[src/rtl/cps_pkg.sv]
package cps_pkg;

    localparam int PARCEL_W = 16;
    localparam int INSN_W   = 2 * PARCEL_W;
    localparam int MAJ_W    = 3;
    localparam int PFX_W    = 5;

    typedef enum logic [1:0] {
        MD_STD = 2'd0,
        MD_C16 = 2'd1,
        MD_ONE = 2'd2
    } cmode_e;

    typedef enum logic [1:0] {
        FC_STD32  = 2'd0,
        FC_C10    = 2'd1,
        FC_C16    = 2'd2,
        FC_C16IMM = 2'd3
    } fclass_e;

    typedef struct packed {
        logic [MAJ_W-1:0] major;
        logic             minor;
        logic             nbit;
        logic             mbit;
        logic             is_c10;
        logic             is_sub;
        logic             all0;
        logic             nop_m;
        logic             nop_n;
        logic             resv;
    } pfields_t;

    // bit k counted from the most significant end
    function automatic logic msb_bit(input logic [PARCEL_W-1:0] p, input int k);
        return p[PARCEL_W-1-k];
    endfunction

endpackage

[src/rtl/cps_field_dec.sv]
module cps_field_dec
    import cps_pkg::*;
(
    input  logic [PARCEL_W-1:0] parcel,
    output pfields_t            f
);
    localparam int MAJ_LO = PARCEL_W - 1 - 7;
    localparam int MIN_B  = 8;
    localparam logic [PARCEL_W-1:0] NOP_M = PARCEL_W'(1);
    localparam logic [PARCEL_W-1:0] NOP_N = NOP_M << (PARCEL_W - 1);

    always_comb begin
        f.major  = parcel[MAJ_LO +: MAJ_W];
        f.minor  = msb_bit(parcel, MIN_B);
        f.nbit   = msb_bit(parcel, 0);
        f.mbit   = msb_bit(parcel, PARCEL_W - 1);
        f.is_c10 = (parcel[PARCEL_W-1 -: PFX_W] == '0);
        f.is_sub = (f.major == MAJ_W'(1)) && f.minor;
        f.all0   = (parcel == '0);
        f.nop_m  = (parcel == NOP_M);
        f.nop_n  = (parcel == NOP_N);
        f.resv   = f.nbit && (parcel[PARCEL_W-2 -: PFX_W-1] != '0)
                   && (parcel[PARCEL_W-PFX_W-1:0] == '0);
    end
endmodule

[src/rtl/cps_mode_next.sv]
module cps_mode_next
    import cps_pkg::*;
(
    input  cmode_e   cur,
    input  pfields_t f,
    input  logic     pend,
    output logic     emit,
    output fclass_e  cls,
    output cmode_e   nxt,
    output logic     load_hi,
    output logic     done_pair
);
    always_comb begin
        emit      = 1'b0;
        load_hi   = 1'b0;
        done_pair = 1'b0;
        cls       = FC_C16;
        nxt       = cur;
        if (cur == MD_C16) begin
            emit = 1'b1;
            if (f.is_sub) begin
                nxt = f.mbit ? MD_C16 : MD_STD;
            end else begin
                unique case ({f.nbit, f.mbit})
                    2'b01: nxt = MD_C16;
                    2'b00: nxt = MD_STD;
                    2'b10: nxt = MD_ONE;
                    default: begin
                        cls = FC_C16IMM;
                        nxt = MD_C16;
                    end
                endcase
            end
        end else if (pend) begin
            emit      = 1'b1;
            done_pair = 1'b1;
            cls       = FC_STD32;
            nxt       = (cur == MD_ONE) ? MD_C16 : MD_STD;
        end else if (f.is_c10) begin
            emit = 1'b1;
            cls  = FC_C10;
            nxt  = f.mbit ? MD_C16 : MD_STD;
        end else begin
            load_hi = 1'b1;
        end
    end
endmodule

[src/rtl/cps_pair_asm.sv]
module cps_pair_asm
    import cps_pkg::*;
(
    input  logic                clk,
    input  logic                rst,
    input  logic                clr,
    input  logic                load,
    input  logic [PARCEL_W-1:0] din,
    output logic [PARCEL_W-1:0] hi,
    output logic                pend
);
    always_ff @(posedge clk) begin
        if (rst) begin
            pend <= 1'b0;
            hi   <= '0;
        end else if (clr) begin
            pend <= 1'b0;
        end else if (load) begin
            pend <= 1'b1;
            hi   <= din;
        end
    end

    // a clear always wins over a load in the same cycle
    p_clear_drops_half_r11: assert property (@(posedge clk) disable iff (rst)
        clr |=> !pend);
endmodule

[src/rtl/cparcel_seq.sv]
module cparcel_seq
    import cps_pkg::*;
(
    input  logic                 clk,
    input  logic                 rst,
    input  logic                 in_valid,
    input  logic [PARCEL_W-1:0]  in_data,
    output logic                 in_ready,
    input  logic                 flush,
    input  logic                 flush_mode,
    output logic                 out_valid,
    output logic [1:0]           out_class,
    output logic [MAJ_W-1:0]     out_major,
    output logic                 out_minor,
    output logic                 out_illegal,
    output logic                 out_nop,
    output logic                 out_resv,
    output logic [INSN_W-1:0]    out_insn,
    output logic [1:0]           out_mode
);
    cmode_e              mode_q;
    pfields_t            fld;
    logic                pend;
    logic [PARCEL_W-1:0] hi;
    logic                emit, load_hi, done_pair, accept;
    fclass_e             cls;
    cmode_e              mode_nx;

    assign in_ready = ~flush;
    assign accept   = in_valid & ~flush;
    assign out_mode = mode_q;

    cps_field_dec u_dec (
        .parcel (in_data),
        .f      (fld)
    );

    cps_mode_next u_next (
        .cur       (mode_q),
        .f         (fld),
        .pend      (pend),
        .emit      (emit),
        .cls       (cls),
        .nxt       (mode_nx),
        .load_hi   (load_hi),
        .done_pair (done_pair)
    );

    cps_pair_asm u_pair (
        .clk  (clk),
        .rst  (rst),
        .clr  (flush | (accept & done_pair)),
        .load (accept & load_hi),
        .din  (in_data),
        .hi   (hi),
        .pend (pend)
    );

    always_ff @(posedge clk) begin
        if (rst) begin
            mode_q      <= MD_STD;
            out_valid   <= 1'b0;
            out_class   <= '0;
            out_major   <= '0;
            out_minor   <= 1'b0;
            out_illegal <= 1'b0;
            out_nop     <= 1'b0;
            out_resv    <= 1'b0;
            out_insn    <= '0;
        end else if (flush) begin
            mode_q    <= flush_mode ? MD_C16 : MD_STD;
            out_valid <= 1'b0;
        end else begin
            out_valid <= accept & emit;
            if (accept) mode_q <= mode_nx;
            if (accept & emit) begin
                out_class <= cls;
                if (cls == FC_STD32) begin
                    out_major   <= '0;
                    out_minor   <= 1'b0;
                    out_illegal <= 1'b0;
                    out_nop     <= 1'b0;
                    out_resv    <= 1'b0;
                    out_insn    <= {hi, in_data};
                end else begin
                    out_major   <= fld.major;
                    out_minor   <= fld.minor;
                    out_illegal <= fld.all0;
                    out_nop     <= fld.nop_m | ((mode_q == MD_C16) & fld.nop_n);
                    out_resv    <= (mode_q == MD_C16) & fld.resv;
                    out_insn    <= {{PARCEL_W{1'b0}}, in_data};
                end
            end
        end
    end

    // flush silences the next cycle and sets the requested mode
    p_flush_sets_mode_r11: assert property (@(posedge clk) disable iff (rst)
        flush |=> (!out_valid && out_mode == ($past(flush_mode) ? MD_C16 : MD_STD)));

    // an immediate-form result always leaves the sequencer in sixteen-bit mode
    p_imm_keeps_c16_r5: assert property (@(posedge clk) disable iff (rst)
        (out_valid && out_class == FC_C16IMM) |-> out_mode == MD_C16);

    // completing a 32-bit word never leaves a pending one-shot
    p_pair_ends_oneshot_r7: assert property (@(posedge clk) disable iff (rst)
        (out_valid && out_class == FC_STD32) |-> out_mode != MD_ONE);

    // illegal only on a zero compressed parcel
    p_illegal_zero_r8: assert property (@(posedge clk) disable iff (rst)
        (out_valid && out_illegal) |-> (out_insn == '0 && out_class != FC_STD32));

    // a parcel accepted in sixteen-bit mode always yields a sixteen-bit class
    p_c16_emits_r4: assert property (@(posedge clk) disable iff (rst)
        (in_valid && !flush && out_mode == MD_C16)
        |=> (out_valid && (out_class == FC_C16 || out_class == FC_C16IMM)));

    // the first half of a 32-bit word produces no output
    p_first_half_quiet_r2: assert property (@(posedge clk) disable iff (rst)
        (in_valid && !flush && out_mode != MD_C16 && !pend
         && in_data[PARCEL_W-1 -: PFX_W] != '0) |=> !out_valid);

    // the reserved flag appears only on sixteen-bit results
    p_resv_c16_only_r10: assert property (@(posedge clk) disable iff (rst)
        (out_valid && out_resv) |-> out_class == FC_C16);
endmodule

[config.mk]
export PLATFORM = sky130hd
export DESIGN_NAME = cparcel_seq
export DESIGN_NICKNAME = d
export VERILOG_FILES = /design/src/rtl/cps_pkg.sv /design/src/rtl/cps_field_dec.sv /design/src/rtl/cps_mode_next.sv /design/src/rtl/cps_pair_asm.sv /design/src/rtl/cparcel_seq.sv
export SDC_FILE = /design/constraint.sdc
export NUM_CORES = 1
export LEC_CHECK = 0
export BUFFER_PORTS_ARGS = -buffer_cell sky130_fd_sc_hd__buf_2
export CORE_MARGIN = 8
export CORE_UTILIZATION = 44
export DETAILED_ROUTE_END_ITERATION = 8
export PLACE_DENSITY = 0.65
export SYNTH_ARGS = -nofsm -noshare
export SYNTH_HDL_FRONTEND = slang
export SYNTH_SLANG_ARGS = --single-unit
[constraint.sdc]
create_clock -name clk -period 3.32 [get_ports clk]
set_input_delay 0.498 -clock clk [delete_from_list [all_inputs] [get_ports clk]]
set_output_delay 0.498 -clock clk [all_outputs]
set_load 0.02 [all_outputs]
==> metrics.md, run 1 <==
| Metric | Value |
|---|---|
| Total CTS buffers | `9` |
| Maximum number of pins on one net before global-route repair | `51` |
| Number of diodes | `0` |
| GRT busiest layer | `met2` |
| Total via count in the routed design | `2,412` |
| Nature of the critical path endpoint | `flip-flop` |
| TritonCTS clock tree | `yes` |
| Dominant combinational cell family by area after synthesis | `compound AO/OA/AOI/OAI gates` |
| Xor and xnor area share after synthesis | `0` |
| Endpoint required time on the critical path | `3.53 ns` |
| Synth Area in Compound Gates | `0.259` |
| Vert. Die Dim | `91.6 um` |
| Detailed-route wire length per cell | `16.2 um` |
| Cell breakdown of the critical path | `nor2b_1, a211oi_4, buf_4, nor2_1, a32o_1` |
| Number of clock sinks seen by CTS | `61` |
| Critical path's slowest cell | `a211oi_4` |
| Layout-stage area growth over the synthesis result | `21.1%` |
| Hold Vio Cnt, Final | `0` |
| Worst hold-check path type | `in2reg` |
| Aggregate negative setup slack | `0 ns` |
| Biggest area contributors in the synthesized netlist | `dfxtp_1, a21oi_1, o21ai_0, nand3_1, nand2_1` |
| Basic-gate share of the synthesized area counting and, or, nand and nor cells | `0.194` |
| Clock skew after layout | `0.00768 ns` |
| Final standard cell count with taps included and fillers excluded | `438` |
| Switching share of power | `0.279` |
| Number of global-route vias before repair | `2,384` |
| Biggest area consumer among synthesized cells | `dfxtp_1` |
| P_leak | `0.00121 uW` |
| Core box area | `5510 um^2` |
| Slew headroom | `0.402` |
| Maximum single-stage delay on the critical path | `0.66 ns` |
| Wire length of the first global-routing pass | `11.8 mm` |
| Global router's overall resource usage | `0.172` |
| Adder and majority cell fraction of the synthesized area | `0` |
| Max-cap violation count | `0` |
| Number of core rows | `27` |
| Die W | `91.6 um` |
| Max Clk Rate | `0.500 GHz` |
| Cells after DPL | `422` |
| Antenna violations before repair | `0` |
| Post-route fraction of the period consumed by the critical path | `0.603` |
| Final routed wirelength across all metal layers | `7.11 mm` |
| Port-buffer cells | `65` |
| Number of remaining DRC errors | `0` |
| Remaining antenna violation count after routing | `0` |
| Initial Utilization | `0.457` |
| Global routing met2 resource utilization | `0.267` |
| Fraction of synthesized area in multiplexers | `0.00398` |
| Power density over cell area | `510 nW/um^2` |
| Worst-path maximum fanout | `21` |
| Clock root cell | `clkbuf_8` |
| Via density per instance | `5.51` |
| Tightest Pin Transition | `0.897 ns` |
| Die outline area | `8390 um^2` |
| Arrival @ worst endpoint | `2.21 ns` |
| Layout net count | `382` |
| Synthesized net count | `328` |
| Clock-pin slew on the worst setup and hold paths | `0.06 ns` |
| Part of the total power dissipated in the clock network | `0.378` |
| Number of optimization iterations in the first detailed-route pass | `4` |
| Post-cts hold buffer count | `0` |
| Initial detailed-routing violation count | `203` |
| Number of library cell types mapped by synthesis | `35` |
| Largest vdd supply drop | `226 uV` |
| Final weighted congestion of routability-driven global placement | `0.875` |
| Final setup vio count | `0` |
| Insertion delay to the later sink of the worst-skew pair | `0.33 ns` |
| Sequential-to-total area share from yosys stat | `0.486` |
| Setup bufs post-CTS | `0` |
| Switching power total | `434 uW` |
| Sequential share of power | `0.494` |
| Post-Synthesis Cell Area | `2510 um^2` |
| Max clock buf depth | `2` |
| M3 GR Usage | `0.0560` |
| Syn Area/Cell | `8.19 um^2` |
| # H-tree levels | `3` |
| Part of the power in combinational logic | `0.128` |
| Layout cells sized above 1 | `0.262` |
| Yosys warning total | `0` |
| Worst Setup Path Type | `reg2reg` |
| Internal | `1120 uW` |
| DP Wirelength | `4.89 mm` |
| Critical path startpoint category | `flip-flop` |
| Run status | `finished, final reports clean` |
| Post-layout power | `1550 uW` |
| Post-route minimum period | `2.00 ns` |
| GR met1 Demand/Resource | `0.209` |
| Unrepaired setup endpoints after global routing | `false` |
| Count of cells resized by post-cts repair | `0` |
| Final Max Slew Viols | `0` |
| Area fraction of the dominant cell type after synthesis | `0.486` |
| Flops & latches, synth | `61` |
| Top-level port count | `66` |
| Gate count of the mapped netlist | `307` |
| Overflow after GRT | `0` |
## metrics by stage
step	area (um^2)	hold slack, ns	setup WS, ns	util
floorplan	2510	0.437	1.49	-
global placement	2870	0.445	1.09	0.521
detailed placement	2870	0.447	1.04	0.521
CTS	3050	0.392	1.31	0.553
global route	3050	0.407	1.16	0.553
finish	3050	0.407	1.32	0.553
## layer usage
layer | part of all wire | vias to the layer above
met4 | 0.024 | 0
met2 | 0.46 | 68
met5 | 0 | -
li1 | - | 1201
met1 | 0.46 | 1127
met3 | 0.063 | 16
## cell usage in the layout (no fill, tap or decap), drive strengths merged, types with 2 or more instances in the layout
cell type,n
nor2b,3
nand2b,4
a21oi,57
nand3,32
nor3,6
buf,72
o21ai,40
nand2,35
dfxtp,61
nor4,2
clkbuf,12
nand4,6
clkinv,3
a211oi,2
nor2,7
or4,3
inv,4
## cell type report
cell class | count | area [um^2]
Clock buffer | 12 | 155
Clock inverter | 4 | 22.5
Fill cell | 548 | 2460
Inverter | 4 | 15.0
Multi-Input combinational cell | 213 | 1160
Sequential cell | 61 | 1220
Tap cell | 72 | 90.1
Timing Repair Buffer | 72 | 378
## power groups by stage
| stage | Sequential [uW] | Clock (uW) | Combinational (uW) |
|---|---|---|---|
| floorplan | 795 | 0 | 119 |
| global placement | 783 | 0 | 197 |
| detailed placement | 783 | 0 | 199 |
| CTS | 767 | 601 | 199 |
| global route | 769 | 639 | 219 |
| finish | 767 | 588 | 199 |
## path summary, 6_finish.rpt
kind                 from      endpoint  slack (ns)  cells after the start
max           out_mode[0]   out_mode[1]        1.32                      5
max reg2reg   out_mode[0]   out_mode[1]        1.32                      5
min reg2reg  u_pair.hi[2]  u_pair.hi[2]        0.46                      2
min                 flush   u_pair.pend        0.41                      2
## cell usage after synthesis (all sizes together)
cell type	n
nor2b	3
clkbuf	20
inv	4
mux2i	1
a211oi	2
o211ai	1
a22o	1
a21o	1
nand3b	1
a32o	1
nand2	35
nor2	7
buf	9
a31o	1
dfxtp	61
a221o	1
o2111ai	1
a221oi	1
a21oi	57
nand3	32
a311oi	1
or4	3
o21ai	40
or3	1
a311o	1
nand4	6
a41o	1
nand2b	4
or2	1
nor4	2
a2111oi	1
nor3	6
## worst max-delay path, delay by kind of cell (launching register included)
| family | cells | cell delay [ns] |
|---|---|---|
| compound gates | 2 | 0.89 |
| flops | 1 | 0.34 |
| buf+inv | 1 | 0.35 |
| simple gates | 2 | 0.30 |
## state kept, by name, indices dropped and copies added, names as in the netlist
name,flops
out_resv,1
out_class,2
u_pair.pend,1
out_minor,1
out_insn,32
out_mode,2
out_illegal,1
out_major,3
out_valid,1
out_nop,1
u_pair.hi,16
## cells by family after synthesis
group	after synthesis
buffers and inverters	33
DFF	61
and+or+nand+nor	101
muxes	1
AOI/OAI and AO/OA	111
(Power assumes the default switching activity.)
==> inputs of run 2 (changes only) <==
--- a/config.mk
+++ b/config.mk
@@ -9,7 +9,7 @@
 export CORE_MARGIN = 8
 export CORE_UTILIZATION = 44
 export DETAILED_ROUTE_END_ITERATION = 8
-export PLACE_DENSITY = 0.65
+export PLACE_DENSITY = 0.68
 export SYNTH_ARGS = -nofsm -noshare
 export SYNTH_HDL_FRONTEND = slang
 export SYNTH_SLANG_ARGS = --single-unit
==> constraint.sdc (replaced) <==
create_clock -name clk -period 1.65 [get_ports clk]
set_input_delay 0.2475 -clock clk [delete_from_list [all_inputs] [get_ports clk]]
set_output_delay 0.2475 -clock clk [all_outputs]
set_load 0.02 [all_outputs]
==> metrics.md, run 2 (synthesized netlist as in run 1, its figures left out) <==
| Metric | Value |
|---|---|
| Switching power total | `927 uW` |
| Number of global-route vias before repair | `2,534` |
| Max clock buf depth | `2` |
| Power density over cell area | `1010 nW/um^2` |
| Total via count in the routed design | `2,620` |
| Commonest cells after routing, fill and taps aside | `buf_2, dfxtp_1, a21oi_1` |
| Post-route minimum period | `1.54 ns` |
| Critical path startpoint category | `flip-flop` |
| Layout net count | `424` |
| Clock root cell | `clkbuf_8` |
| Max-cap violation count | `0` |
| Count of cells resized by post-cts repair | `0` |
| Core box area | `5510 um^2` |
| Die W | `91.6 um` |
| Arrival @ worst endpoint | `1.77 ns` |
| Maximum number of pins on one net before global-route repair | `29` |
| Cells after DPL | `463` |
| Antenna violations before repair | `0` |
| Detailed-route wire length per cell | `15.7 um` |
| Sequential share of power | `0.438` |
| Final routed wirelength across all metal layers | `7.52 mm` |
| Largest vdd supply drop | `635 uV` |
| Worst hold-check path type | `in2reg` |
| Max Clk Rate | `0.650 GHz` |
| Clock-pin slew on the worst setup and hold paths | `0.07 ns` |
| Top flop regs | `out_insn: 32 flops, u_pair.hi: 16 flops, out_major: 3 flops` |
| Via density per instance | `5.46` |
| Number of remaining DRC errors | `0` |
| Internal | `2590 uW` |
| Post-Route Utilization | `0.631` |
| Layout-stage area growth over the synthesis result | `38.1%` |
| Part of the total power dissipated in the clock network | `0.409` |
| Unrepaired setup endpoints after global routing | `false` |
| Tightest Pin Transition | `0.387 ns` |
| Max reg flops | `32` |
| Overflow after GRT | `0` |
| Die outline area | `8390 um^2` |
| Register with the highest flop count | `out_insn` |
| Post-route fraction of the period consumed by the critical path | `0.932` |
| DP Wirelength | `5.57 mm` |
| Launch instance of the worst min-delay path | `in_data[5]` |
| Slew headroom | `0.740` |
| Setup bufs post-CTS | `0` |
| Total length of routed met2 wires | `3.61 mm` |
| Routed metal-1 wirelength | `3.33 mm` |
| Initial Utilization | `0.457` |
| Nature of the critical path endpoint | `flip-flop` |
| Worst-path maximum fanout | `16` |
| Number of diodes | `0` |
| Run status | `finished, final reports clean` |
| Switching share of power | `0.263` |
| Worst Setup SP | `out_mode[1]` |
| Worst reg2reg setup slack | `0.11 ns` |
| Highest routing layer actually used | `met4` |
| Final standard cell count with taps included and fillers excluded | `480` |
| Remaining antenna violation count after routing | `0` |
| Number of core rows | `27` |
| Endpoint required time on the critical path | `1.88 ns` |
| Port-buffer cells | `65` |
| Final weighted congestion of routability-driven global placement | `0.886` |
| Initial detailed-routing violation count | `152` |
| Number of clock sinks seen by CTS | `61` |
| Total CTS buffers | `9` |
| Part of the power in combinational logic | `0.152` |
| Clock skew after layout | `0.00475 ns` |
| Number of optimization iterations in the first detailed-route pass | `4` |
| TritonCTS clock tree | `yes` |
| Final Max Slew Viols | `0` |
| # H-tree levels | `3` |
| Global router's overall resource usage | `0.180` |
| Post-cts hold buffer count | `0` |
| Final setup vio count | `0` |
| Layout cells sized above 1 | `0.338` |
| Hold Vio Cnt, Final | `0` |
| Met3 wire length | `460 um` |
| Layout filler cell count | `510` |
| Insertion delay to the later sink of the worst-skew pair | `0.33 ns` |
| Vert. Die Dim | `91.6 um` |
| Wire length of the first global-routing pass | `12.4 mm` |
| P_leak | `0.00145 uW` |
| Most common library cell in the layout ignoring fill and taps | `buf_2` |
| Worst Setup Path Type | `reg2reg` |
| Launch point of the worst reg-to-reg path | `out_mode[1]` |
| Top-level port count | `66` |
-- run 2: changes by cell type in the layout (fill, tap and decap cells not counted) --
cell,before,now
inv_6,0,1
clkbuf_8,11,9
buf_4,7,43
bufinv_16,0,2
buf_12,0,6
clkinv_2,3,2
-- run 2: path summary, 6_finish.rpt --
path	end	cells after the start
max	out_mode[1]	6
min	u_pair.hi[5]	3
max reg2reg	out_mode[1]	6
min reg2reg	u_pair.hi[9]	2
-- run 2: worst max-delay path, cell delays in order (launching register included) --
cell      delay [ns]
dfxtp_1         0.38
nor2b_1         0.11
buf_4           0.17
a211oi_4        0.25
buf_4           0.25
nor2_1          0.06
a32o_1          0.22
-- run 2: per-layer routing --
metal,vias up,GRT usage
met3,9,0.0469
met2,83,0.284
li1,1293,-
met5,-,0
met4,0,0.0832
met1,1235,0.225
-- run 2: power by group through the flow --
stage          clock (uW)  sequential (uW)  combinational (uW)
6_report             1440             1540                 536
5_1_grt              1540             1550                 582
4_1_cts              1470             1540                 526
3_5_place_dp            0             1570                 524
3_3_place_gp            0             1570                 518
2_1_floorplan           0             1600                 240
-- run 2: layout make-up --
type	instances	area, um^2	area share
clock buffer	10	128	0.0368
tap	72	90.1	0.0259
clock inverter	6	86.3	0.0249
sequential	61	1220	0.352
multi-input combinational	213	1160	0.335
timing repair buffer	114	768	0.221
inverter	4	15.0	0.00432
-- run 2: metrics by stage --
stage	hold WS (ns)	TNS [ns]	area, um^2	total power (uW)	setup WS (ns)
after global placement	0.446	-8.10	3240	2090	-0.176
after floorplan	0.326	0	2510	1840	0.0682
after detailed placement	0.449	-8.10	3240	2100	-0.194
after global routing	0.194	0	3470	3670	0.0282
after CTS	0.178	0	3450	3540	0.0201
final	0.200	0	3470	3520	0.111
==> inputs of run 3 (changes only) <==
--- a/config.mk
+++ b/config.mk
@@ -6,10 +6,11 @@
 export NUM_CORES = 1
 export LEC_CHECK = 0
 export BUFFER_PORTS_ARGS = -buffer_cell sky130_fd_sc_hd__buf_2
+export CORE_ASPECT_RATIO = 1.25
 export CORE_MARGIN = 8
 export CORE_UTILIZATION = 44
 export DETAILED_ROUTE_END_ITERATION = 8
-export PLACE_DENSITY = 0.68
+export PLACE_DENSITY = 0.65
 export SYNTH_ARGS = -nofsm -noshare
 export SYNTH_HDL_FRONTEND = slang
 export SYNTH_SLANG_ARGS = --single-unit
==> constraint.sdc (replaced) <==
create_clock -name clk -period 1.8 [get_ports clk]
set_input_delay 0.27 -clock clk [delete_from_list [all_inputs] [get_ports clk]]
set_output_delay 0.27 -clock clk [all_outputs]
set_load 0.02 [all_outputs]
==> metrics.md, run 3 (synthesized netlist as in run 1, its figures left out) <==
| Metric | Value |
|---|---|
| Run status | `finished, final reports clean` |
| Post-route minimum period | `1.57 ns` |
| Clock skew after layout | `0.00451 ns` |
| Tightest Pin Transition | `0.522 ns` |
| Max clock buf depth | `2` |
| Remaining antenna violation count after routing | `0` |
| Global router's overall resource usage | `0.173` |
| Overflow after GRT | `0` |
| Initial Utilization | `0.444` |
| Core box area | `5660 um^2` |
| Die outline area | `8410 um^2` |
| Detailed-route wire length per cell | `15.8 um` |
| Part of the power in combinational logic | `0.143` |
| Endpoint required time on the critical path | `2.00 ns` |
| Setup bufs post-CTS | `0` |
| Final Max Slew Viols | `0` |
| Maximum number of pins on one net before global-route repair | `31` |
| Slew headroom | `0.652` |
| Layout net count | `405` |
| Final weighted congestion of routability-driven global placement | `0.860` |
| Critical path startpoint category | `flip-flop` |
| Layout cells sized above 1 | `0.301` |
| Worst Setup Path Type | `reg2reg` |
| Number of global-route vias before repair | `2,489` |
| Layout filler cell count | `543` |
| Final routed wirelength across all metal layers | `7.20 mm` |
| Worst-path maximum fanout | `12` |
| Nature of the critical path endpoint | `flip-flop` |
| Switching share of power | `0.273` |
| Final setup vio count | `0` |
| Wire length of the first global-routing pass | `12.0 mm` |
| Number of clock sinks seen by CTS | `61` |
| Arrival @ worst endpoint | `1.77 ns` |
| Insertion delay to the later sink of the worst-skew pair | `0.34 ns` |
| Worst reg2reg setup slack | `0.23 ns` |
| Most common library cell in the layout ignoring fill and taps | `buf_2` |
| Switching power total | `821 uW` |
| Top-level port count | `66` |
| Clock-pin slew on the worst setup and hold paths | `0.06 ns` |
| Hold slack | `0.183 ns` |
| Register with the highest flop count | `out_insn` |
| Top flop regs | `out_insn: 32 flops, u_pair.hi: 16 flops, out_major: 3 flops` |
| Total CTS buffers | `9` |
| Post-layout power | `3010 uW` |
| Storage cell area | `1220 um^2` |
| Sequential share of power | `0.469` |
| Power density over cell area | `925 nW/um^2` |
| Max-cap violation count | `0` |
| Multi-input combinational cell area | `1160 um^2` |
| Part of the total power dissipated in the clock network | `0.387` |
| Commonest cells after routing, fill and taps aside | `buf_2, dfxtp_1, a21oi_1` |
| Largest vdd supply drop | `432 uV` |
| Post-route fraction of the period consumed by the critical path | `0.870` |
| Count of cells resized by post-cts repair | `0` |
| # H-tree levels | `3` |
| Post-cts hold buffer count | `0` |
| Die W | `83.6 um` |
| Number of core rows | `31` |
| Max reg flops | `32` |
| Port-buffer cells | `65` |
| P_leak | `0.00133 uW` |
| Number of remaining DRC errors | `0` |
| Initial detailed-routing violation count | `212` |
| Via density per instance | `5.56` |
| Max Clk Rate | `0.638 GHz` |
| Unrepaired setup endpoints after global routing | `false` |
| Number of diodes | `0` |
| Number of optimization iterations in the first detailed-route pass | `5` |
| DP Wirelength | `5.27 mm` |
| Worst hold-check path type | `in2reg` |
| Hold Vio Cnt, Final | `0` |
| Layout-stage area growth over the synthesis result | `29.4%` |
| Internal | `2190 uW` |
| TritonCTS clock tree | `yes` |
| Antenna violations before repair | `0` |
| Clock root cell | `clkbuf_8` |
| Total via count in the routed design | `2,529` |
| Vert. Die Dim | `101 um` |
run 3: cell types whose count changed in the layout (fill, tap and decap cells not counted), sizes merged:
cell | before | now
buf | 114 | 95
clkbuf | 10 | 12
bufinv | 2 | 1
clkinv | 2 | 3
clkinvlp | 1 | 0
inv | 5 | 4
run 3: stage by stage:
| stage | setup slack [ns] | std cells | TNS (ns) | instance area [um^2] | util |
|---|---|---|---|---|---|
| 6_report | 0.234 | 455 | 0 | 3250 | 0.575 |
| 5_1_grt | 0.111 | 455 | 0 | 3250 | 0.575 |
| 4_1_cts | 0.237 | 455 | 0 | 3250 | 0.575 |
| 3_5_place_dp | -0.0283 | 439 | -0.0979 | 3070 | 0.542 |
| 3_3_place_gp | 0.0510 | 439 | 0 | 3070 | 0.542 |
| 2_1_floorplan | 0.196 | 307 | 0 | 2510 | - |
run 3: power by group through the flow:
| stage | Sequential, uW | Clock, uW | Combinational (uW) |
|---|---|---|---|
| 2_1_floorplan | 1470 | 0 | 220 |
| 3_3_place_gp | 1440 | 0 | 429 |
| 3_5_place_dp | 1440 | 0 | 432 |
| 4_1_cts | 1410 | 1190 | 433 |
| 5_1_grt | 1420 | 1240 | 471 |
| 6_report | 1410 | 1170 | 431 |
run 3: worst max-delay path, cell delays in order (launching register included):
cell      delay, ns
dfxtp_1        0.37
nand2b_1       0.37
o211ai_2       0.19
buf_4          0.18
buf_12         0.13
a21oi_1        0.14
nor3_1         0.06
run 3: worst paths after layout:
path                start      endpoint  depth (start not counted)
max           out_mode[1]  out_class[0]                          6
min                 flush   u_pair.pend                          2
min reg2reg  u_pair.hi[9]  u_pair.hi[9]                          2
max reg2reg   out_mode[1]  out_class[0]                          6
run 3: layout make-up:
| type | count | share of cell area |
|---|---|---|
| multi-input combinational | 213 | 0.358 |
| clock buffer | 12 | 0.0415 |
| clock inverter | 4 | 0.0150 |
| inverter | 4 | 0.00461 |
| tap | 66 | 0.0254 |
| timing repair buffer | 95 | 0.181 |
| sequential | 61 | 0.375 |
run 3: routing by layer:
metal	vias up	track usage	wire length [um]
met5	-	0	0
met4	0	0.0772	121
met3	10	0.0502	507
met2	96	0.290	3570
met1	1176	0.198	3000
li1	1247	-	-
